==> src/rtl/ivc_pkg.sv <==
package ivc_pkg;
  parameter int unsigned NSRC   = 8;
  parameter int unsigned PRIO_W = 2;
  parameter int unsigned NLVL   = 1 << PRIO_W;
  parameter int unsigned IDX_W  = $clog2(NSRC);
  parameter int unsigned NEXT   = 4;
  parameter int unsigned ADDR_W = 3;
  parameter int unsigned DATA_W = 8;
  parameter int unsigned VEC_W  = 8;
  parameter int unsigned FLG_W  = 6;

  // Vector = base + stride * index
  parameter logic [2:0] VEC_LOW = 3'b011;

  typedef enum logic [ADDR_W-1:0] {
    RA_EN   = 3'd0,
    RA_GEN  = 3'd1,
    RA_PHI  = 3'd2,
    RA_PLO  = 3'd3,
    RA_TYPE = 3'd4,
    RA_FLGA = 3'd5,
    RA_FLGB = 3'd6
  } reg_addr_e;

  parameter logic [IDX_W-1:0] SRC_TMR0 = 3'd1;
  parameter logic [IDX_W-1:0] SRC_TMR1 = 3'd3;

  // Source index owned by external input j
  function automatic logic [IDX_W-1:0] ext_src(input int j);
    case (j)
      0:       return 3'd0;
      1:       return 3'd2;
      2:       return 3'd6;
      default: return 3'd7;
    endcase
  endfunction
endpackage

==> src/rtl/ivc_cfg.sv <==
module ivc_cfg
  import ivc_pkg::*;
(
  input  logic              clk,
  input  logic              rst_n,
  input  logic              we,
  input  logic [ADDR_W-1:0] addr,
  input  logic [DATA_W-1:0] wdata,
  output logic [NSRC-1:0]   en_q,
  output logic              gen_q,
  output logic [NSRC-1:0]   phi_q,
  output logic [NSRC-1:0]   plo_q,
  output logic [NEXT-1:0]   etype_q
);
  logic [NSRC-1:0] en_d, phi_d, plo_d;
  logic            gen_d;
  logic [NEXT-1:0] etype_d;

  always_comb begin
    en_d    = en_q;
    gen_d   = gen_q;
    phi_d   = phi_q;
    plo_d   = plo_q;
    etype_d = etype_q;
    if (we) begin
      case (addr)
        RA_EN:   en_d    = wdata[NSRC-1:0];
        RA_GEN:  gen_d   = wdata[0];
        RA_PHI:  phi_d   = wdata[NSRC-1:0];
        RA_PLO:  plo_d   = wdata[NSRC-1:0];
        RA_TYPE: etype_d = wdata[NEXT-1:0];
        default: ;
      endcase
    end
  end

  always_ff @(posedge clk or negedge rst_n) begin
    if (!rst_n) begin
      en_q    <= '0;
      gen_q   <= 1'b0;
      phi_q   <= '0;
      plo_q   <= '0;
      etype_q <= '0;
    end else begin
      en_q    <= en_d;
      gen_q   <= gen_d;
      phi_q   <= phi_d;
      plo_q   <= plo_d;
      etype_q <= etype_d;
    end
  end
endmodule

==> src/rtl/ivc_flags.sv <==
module ivc_flags
  import ivc_pkg::*;
(
  input  logic              clk,
  input  logic              rst_n,
  input  logic [NEXT-1:0]   ext_n,
  input  logic [NEXT-1:0]   etype,
  input  logic [1:0]        tmr_ovf,
  input  logic              ser_rx,
  input  logic              ser_tx,
  input  logic              t2_ovf,
  input  logic              t2_ext,
  input  logic              we,
  input  logic [ADDR_W-1:0] addr,
  input  logic [FLG_W-1:0]  wdata,
  input  logic              ack_fire,
  input  logic [IDX_W-1:0]  ack_idx,
  output logic [NSRC-1:0]   req
);
  logic [NEXT-1:0] act_s1, act_s2, ext_q, ext_d;
  logic [1:0]      tf_q, tf_d, ser_q, ser_d, t2_q, t2_d;
  logic            wr_a, wr_b;

  assign wr_a = we && (addr == RA_FLGA);
  assign wr_b = we && (addr == RA_FLGB);

  always_comb begin
    for (int j = 0; j < NEXT; j++) begin
      if (etype[j])
        ext_d[j] = (ext_q[j] & ~(ack_fire && ack_idx == ext_src(j)))
                 | (act_s1[j] & ~act_s2[j]);
      else
        ext_d[j] = act_s1[j];
      if (wr_a) ext_d[j] = wdata[j];
    end
    tf_d[0] = (tf_q[0] & ~(ack_fire && ack_idx == SRC_TMR0)) | tmr_ovf[0];
    tf_d[1] = (tf_q[1] & ~(ack_fire && ack_idx == SRC_TMR1)) | tmr_ovf[1];
    if (wr_a) tf_d = wdata[NEXT+1:NEXT];
    ser_d = ser_q | {ser_tx, ser_rx};
    t2_d  = t2_q  | {t2_ext, t2_ovf};
    if (wr_b) begin
      ser_d = wdata[1:0];
      t2_d  = wdata[3:2];
    end
  end

  always_ff @(posedge clk or negedge rst_n) begin
    if (!rst_n) begin
      act_s1 <= '0;
      act_s2 <= '0;
      ext_q  <= '0;
      tf_q   <= '0;
      ser_q  <= '0;
      t2_q   <= '0;
    end else begin
      act_s1 <= ~ext_n;
      act_s2 <= act_s1;
      ext_q  <= ext_d;
      tf_q   <= tf_d;
      ser_q  <= ser_d;
      t2_q   <= t2_d;
    end
  end

  assign req = {ext_q[3], ext_q[2], |t2_q, |ser_q,
                tf_q[1], ext_q[1], tf_q[0], ext_q[0]};
endmodule

==> src/rtl/ivc_arb.sv <==
module ivc_arb
  import ivc_pkg::*;
(
  input  logic [NSRC-1:0]   req,
  input  logic [NSRC-1:0]   en,
  input  logic              gen,
  input  logic [NSRC-1:0]   phi,
  input  logic [NSRC-1:0]   plo,
  input  logic [NLVL-1:0]   isr,
  output logic              sel_vld,
  output logic [IDX_W-1:0]  sel_idx,
  output logic [PRIO_W-1:0] sel_lvl
);
  logic [PRIO_W-1:0] cur_lvl;
  logic [PRIO_W-1:0] lvl [NSRC];
  logic [NSRC-1:0]   elig;

  always_comb begin
    cur_lvl = '0;
    for (int k = 0; k < NLVL; k++)
      if (isr[k]) cur_lvl = PRIO_W'(k);
  end

  for (genvar i = 0; i < NSRC; i++) begin : g_src
    assign lvl[i]  = {phi[i], plo[i]};
    assign elig[i] = req[i] & en[i] & gen & (~|isr | (lvl[i] > cur_lvl));
  end

  // Descending scan with >= lets the lower index win a tie
  always_comb begin
    sel_vld = 1'b0;
    sel_idx = '0;
    sel_lvl = '0;
    for (int i = NSRC - 1; i >= 0; i--) begin
      if (elig[i] && (!sel_vld || lvl[i] >= sel_lvl)) begin
        sel_vld = 1'b1;
        sel_idx = IDX_W'(i);
        sel_lvl = lvl[i];
      end
    end
  end
endmodule

==> src/rtl/ivc_nest.sv <==
module ivc_nest
  import ivc_pkg::*;
(
  input  logic              clk,
  input  logic              rst_n,
  input  logic              push,
  input  logic [PRIO_W-1:0] push_lvl,
  input  logic              pop,
  output logic [NLVL-1:0]   isr_q
);
  logic [NLVL-1:0] top_oh, isr_d;

  always_comb begin
    top_oh = '0;
    for (int k = 0; k < NLVL; k++)
      if (isr_q[k]) top_oh = NLVL'(1) << k;
  end

  always_comb begin
    isr_d = isr_q;
    if (pop)  isr_d = isr_d & ~top_oh;
    if (push) isr_d = isr_d | (NLVL'(1) << push_lvl);
  end

  always_ff @(posedge clk or negedge rst_n) begin
    if (!rst_n) isr_q <= '0;
    else        isr_q <= isr_d;
  end
endmodule

==> src/rtl/ivc_top.sv <==
module ivc_top
  import ivc_pkg::*;
(
  input  logic              clk,
  input  logic              rst_n,
  input  logic              insn_bnd,
  input  logic              vec_ack,
  input  logic              irq_ret,
  input  logic              reg_we,
  input  logic [ADDR_W-1:0] reg_addr,
  input  logic [DATA_W-1:0] reg_wdata,
  input  logic [NEXT-1:0]   ext_n,
  input  logic [1:0]        tmr_ovf,
  input  logic              ser_rx,
  input  logic              ser_tx,
  input  logic              t2_ovf,
  input  logic              t2_ext,
  output logic              vec_valid,
  output logic [VEC_W-1:0]  vec_addr
);
  logic              rs1, rs2;
  logic [NSRC-1:0]   en_q, phi_q, plo_q, req;
  logic              gen_q;
  logic [NEXT-1:0]   etype_q;
  logic [NLVL-1:0]   isr_q;
  logic              sel_vld, take, fire;
  logic [IDX_W-1:0]  sel_idx, idx_q, idx_d;
  logic [PRIO_W-1:0] sel_lvl, lvl_q, lvl_d;
  logic              vld_d;

  // Reset: asserted asynchronously, released on the clock
  always_ff @(posedge clk or negedge rst_n) begin
    if (!rst_n) {rs2, rs1} <= 2'b00;
    else        {rs2, rs1} <= {rs1, 1'b1};
  end

  ivc_cfg u_cfg (
    .clk(clk), .rst_n(rs2), .we(reg_we), .addr(reg_addr), .wdata(reg_wdata),
    .en_q(en_q), .gen_q(gen_q), .phi_q(phi_q), .plo_q(plo_q), .etype_q(etype_q)
  );

  ivc_flags u_flags (
    .clk(clk), .rst_n(rs2), .ext_n(ext_n), .etype(etype_q), .tmr_ovf(tmr_ovf),
    .ser_rx(ser_rx), .ser_tx(ser_tx), .t2_ovf(t2_ovf), .t2_ext(t2_ext),
    .we(reg_we), .addr(reg_addr), .wdata(reg_wdata[FLG_W-1:0]),
    .ack_fire(fire), .ack_idx(idx_q), .req(req)
  );

  ivc_arb u_arb (
    .req(req), .en(en_q), .gen(gen_q), .phi(phi_q), .plo(plo_q), .isr(isr_q),
    .sel_vld(sel_vld), .sel_idx(sel_idx), .sel_lvl(sel_lvl)
  );

  ivc_nest u_nest (
    .clk(clk), .rst_n(rs2), .push(fire), .push_lvl(lvl_q), .pop(irq_ret),
    .isr_q(isr_q)
  );

  assign take = insn_bnd & ~vec_valid & sel_vld;
  assign fire = vec_ack & vec_valid;

  always_comb begin
    vld_d = vec_valid;
    idx_d = idx_q;
    lvl_d = lvl_q;
    if (fire) begin
      vld_d = 1'b0;
    end else if (take) begin
      vld_d = 1'b1;
      idx_d = sel_idx;
      lvl_d = sel_lvl;
    end
  end

  always_ff @(posedge clk or negedge rs2) begin
    if (!rs2) begin
      vec_valid <= 1'b0;
      idx_q     <= '0;
      lvl_q     <= '0;
    end else begin
      vec_valid <= vld_d;
      idx_q     <= idx_d;
      lvl_q     <= lvl_d;
    end
  end

  assign vec_addr = {{(VEC_W-IDX_W-3){1'b0}}, idx_q, VEC_LOW};
endmodule

==> config.mk <==
export PLATFORM = sky130hd
export DESIGN_NAME = ivc_top
export DESIGN_NICKNAME = d
export VERILOG_FILES = /design/src/rtl/ivc_pkg.sv /design/src/rtl/ivc_cfg.sv /design/src/rtl/ivc_flags.sv /design/src/rtl/ivc_arb.sv /design/src/rtl/ivc_nest.sv /design/src/rtl/ivc_top.sv
export SDC_FILE = /design/constraint.sdc
export NUM_CORES = 1
export LEC_CHECK = 0
export BUFFER_PORTS_ARGS = -buffer_cell sky130_fd_sc_hd__buf_2
export CAP_MARGIN = 10
export CORE_MARGIN = 4
export CORE_UTILIZATION = 40
export DETAILED_ROUTE_END_ITERATION = 12
export SLEW_MARGIN = 10
export SYNTH_ARGS = -nofsm -noshare
export SYNTH_HDL_FRONTEND = slang
export SYNTH_HIERARCHICAL = 1
export SYNTH_SLANG_ARGS = --single-unit
==> constraint.sdc <==
create_clock -name clk -period 3.05 [get_ports clk]
set_clock_uncertainty 0.2 [all_clocks]
set_input_delay 0.4575 -clock clk [delete_from_list [all_inputs] [get_ports clk]]
set_output_delay 0.4575 -clock clk [all_outputs]
set_load 0.05 [all_outputs]
==> reports/results.ini <==
[status]
status=finished with violations
violations=negative setup slack

[global_routing]
grt_overflow=0
grt_start_max_net_pins=32
grt_pass1_wl_mm=16.17
grt_usage_pct=19.82
antenna_found_initial=0
grt_pass1_vias=3238

[critical_path]
r2r_setup_slack_ns=-5.75
arrival_ns=8.83
max_stage_delay_ns=0.44
worst_r2r_endpoint=lvl_q[0]
path_delay_family=compound AO/OA/AOI/OAI gates
cp_num_buf_inv=3
start_kind=flip-flop
end_kind=flip-flop
cp_max_fo=5
cpMostUsedCell=ha_1
reg2reg_depth=48
critPathSlowestCell=dfrtp_2
rr_startpoint=u_nest/isr_q[3]
crit_type=flip-flop to flip-flop
required_ns=3.08

[clocking]
htree_levels=3
cts_sinks=59
clock_latency_ns=0.34
cts-root-buf=clkbuf_8
cts_made_buffers=9
cts.path.max_buffers=2
clk_pin_slew_ns=0.08
cts_tree=done

[final_layout]
n_antenna_cell=0
final_cells=583
syn2layout_area_growth_pct=43.22
drive_gt1_share_pct=52.00
final_cell_mix=buf_4, dfrtp_1, buf_2
layout.nets=527
layout_commonest_cell=buf_4

[routing]
viasPerCell=5.321
drt-initial-drc-count=114
dr.pass1.iters=4
route.antenna.remaining_nets=0
num_vias=3102
routed_wl_mm=10.04
wire_per_inst_um=17.22
drc=0

[die]
rows=34
core_um2=8806
dieArea_um2=10700
start_util_pct=41.36
dieHeight_um=103.4
io_pins=36
die_w_um=103.4

[place]
post-place-cells=550
dp_hpwl_mm=7.515
place.gp.congestion=0.8849
port_buffers=30

[pwr]
p_leak_nw=2.415
p_per_area_nw_per_um2=962.9
p_total_mw=5.023
vdd_drop_max_v=0.0004857

[synth]
yosys_warnings=6
ys_seq_area_share_pct=40.54
synth_area_um2=3642
synth_area_leaders=dfrtp_1, ha_1, mux2_2
synth-edff-count=0
postSynthCellCount=339
synth_ff_type=dfrtp_1
synthArstFlopShare_pct=100.0
yosysTopAreaCell=dfrtp_1
synth_top_area_share_pct=40.54
yosysUniqueCellTypes=68
ys_ff_latch=59
syn_area_per_cell_um2=10.74

[timing]
hold_ws_ns=0.05018
hold_violations=0
grt_setup_unrepaired=yes
worst_pin_slew_ns=0.6480
fin_ws_ns=-5.750
period_share_pct=288.5
period_needed_ns=8.800
timing.final.max_slew_violations=0
fmax_ghz=0.1136
setup_viol=6
relSlewSlack_pct=56.80

[hold_path]
min_from=ext_n[1]
hold_path_depth=2
hold-path-endpoint=u_flags/act_s1[1]
worstHoldPathType=primary input to flip-flop

[job]
max_cap_violations=0

[synthesized netlist by cell type, drive strengths merged (2+ instances only)]
| library cell | instances |
|---|---|
| or2 | 2 |
| a31o | 2 |
| buf | 9 |
| nor2b | 7 |
| o2111ai | 3 |
| a32oi | 6 |
| and3 | 3 |
| nand3 | 8 |
| nand2 | 19 |
| mux2i | 2 |
| nand4bb | 2 |
| conb | 2 |
| a21oi | 29 |
| nor2 | 24 |
| a21boi | 2 |
| nand2b | 8 |
| and2 | 3 |
| a32o | 3 |
| o22ai | 2 |
| mux2 | 34 |
| nor4bb | 2 |
| a21o | 3 |
| inv | 24 |
| a31oi | 2 |
| nor4 | 3 |
| a211oi | 4 |
| nand4b | 5 |
| o21ai | 11 |
| o21bai | 2 |
| dfrtp | 59 |
| o31ai | 2 |
| o211ai | 3 |
| or4b | 2 |
| a2bb2oi | 2 |
| ha | 30 |
[report_power, final]
| part | leakage (nW) | total, mW | switching (mW) | internal (mW) |
|---|---|---|---|---|
| clock | 0.0995 | 0.762 | 0.355 | 0.407 |
| sequential | 0.691 | 1.09 | 0.152 | 0.942 |
| combinational | 1.62 | 3.17 | 1.46 | 1.70 |
[worst reg2reg max path, delay by kind of cell (launching register included)]
kind                     cells  cell delay (ns)
AO/OA/AOI/OAI               26             3.94
adder cells (fa/ha/maj)      8             2.09
buffers and inverters        3             0.49
flip-flops                   1             0.44
multiplexers                 2             0.49
AND/OR/NAND/NOR              9             1.05
[timing repair]
| action | 4_1_cts | 5_1_grt |
|---|---|---|
| buffers inserted | 6 | 12 |
| pin swaps | 16 | 18 |
| setup endpoints to repair | 6 | 6 |
| gates cloned | 0 | 0 |
| hold buffers | 1 | 0 |
| endpoints found under the hold margin | 2 | 0 |
| gates resized for setup | 26 | 30 |
[sequential cells by signal, summed over array words and instances, names as in the netlist]
signal and cells:
u_flags/ext_q 4, u_flags/tf_q 2, u_cfg/phi_q 8, idx_q 3, u_flags/act_s1 4, vec_valid 1
u_flags/act_s2 4, u_flags/ser_q 2, u_cfg/gen_q 1, rs2 1, u_cfg/etype_q 4, u_cfg/en_q 8
u_nest/isr_q 4, u_flags/t2_q 2, u_cfg/plo_q 8, rs1 1, lvl_q 2
[kinds of logic after synthesis]
logic type / share of synthesized area (%)
adder cells (fa/ha/maj): 10.31
flip-flops: 40.54
other: 0.2062
AND/OR/NAND/NOR: 16.04
multiplexers: 11.92
buffers and inverters: 4.122
AO/OA/AOI/OAI: 16.87
[area by class of cell]
type	instances	area, um2
inverter	24	90.09
tap	108	135.1
sequential	59	1480
fill	731	3590
timing repair buffer	125	932.1
clock buffer	10	137.6
clock inverter	6	71.32
multi-input combinational	251	2370
[through the flow]
step / TNS (ns) / instance area (um2) / setup slack, ns / utilization, %
CTS: -28.08 / 4995 / -5.692 / 56.72
finish: -28.47 / 5216 / -5.750 / 59.24
floorplan: -28.35 / 3787 / -5.781 / -
global route: -30.74 / 5216 / -6.172 / 59.24
global placement: -27.88 / 4606 / -5.577 / 52.30
detailed placement: -29.08 / 4606 / -5.821 / 52.30
[worst max path at each step]
| stage | start | endpoint | depth (start not counted) |
|---|---|---|---|
| after floorplan | u_nest/isr_q[2] | idx_q[2] | 51 |
| after global placement | u_nest/isr_q[3] | idx_q[2] | 50 |
| after detailed placement | u_nest/isr_q[3] | idx_q[2] | 48 |
| after CTS | u_nest/isr_q[3] | lvl_q[0] | 49 |
| after global routing | u_nest/isr_q[2] | lvl_q[0] | 49 |
| final | u_nest/isr_q[3] | lvl_q[0] | 48 |
[per-layer routing]
metal / GRT usage, % / up-vias / share of wire, %
li1: - / 1510 / -
met1: 25.17 / 1525 / 44
met2: 34.07 / 57 / 52
met3: 3.219 / 10 / 2.8
met4: 6.972 / 0 / 1.4
met5: 0 / - / 0
(Power assumes the default switching activity.)
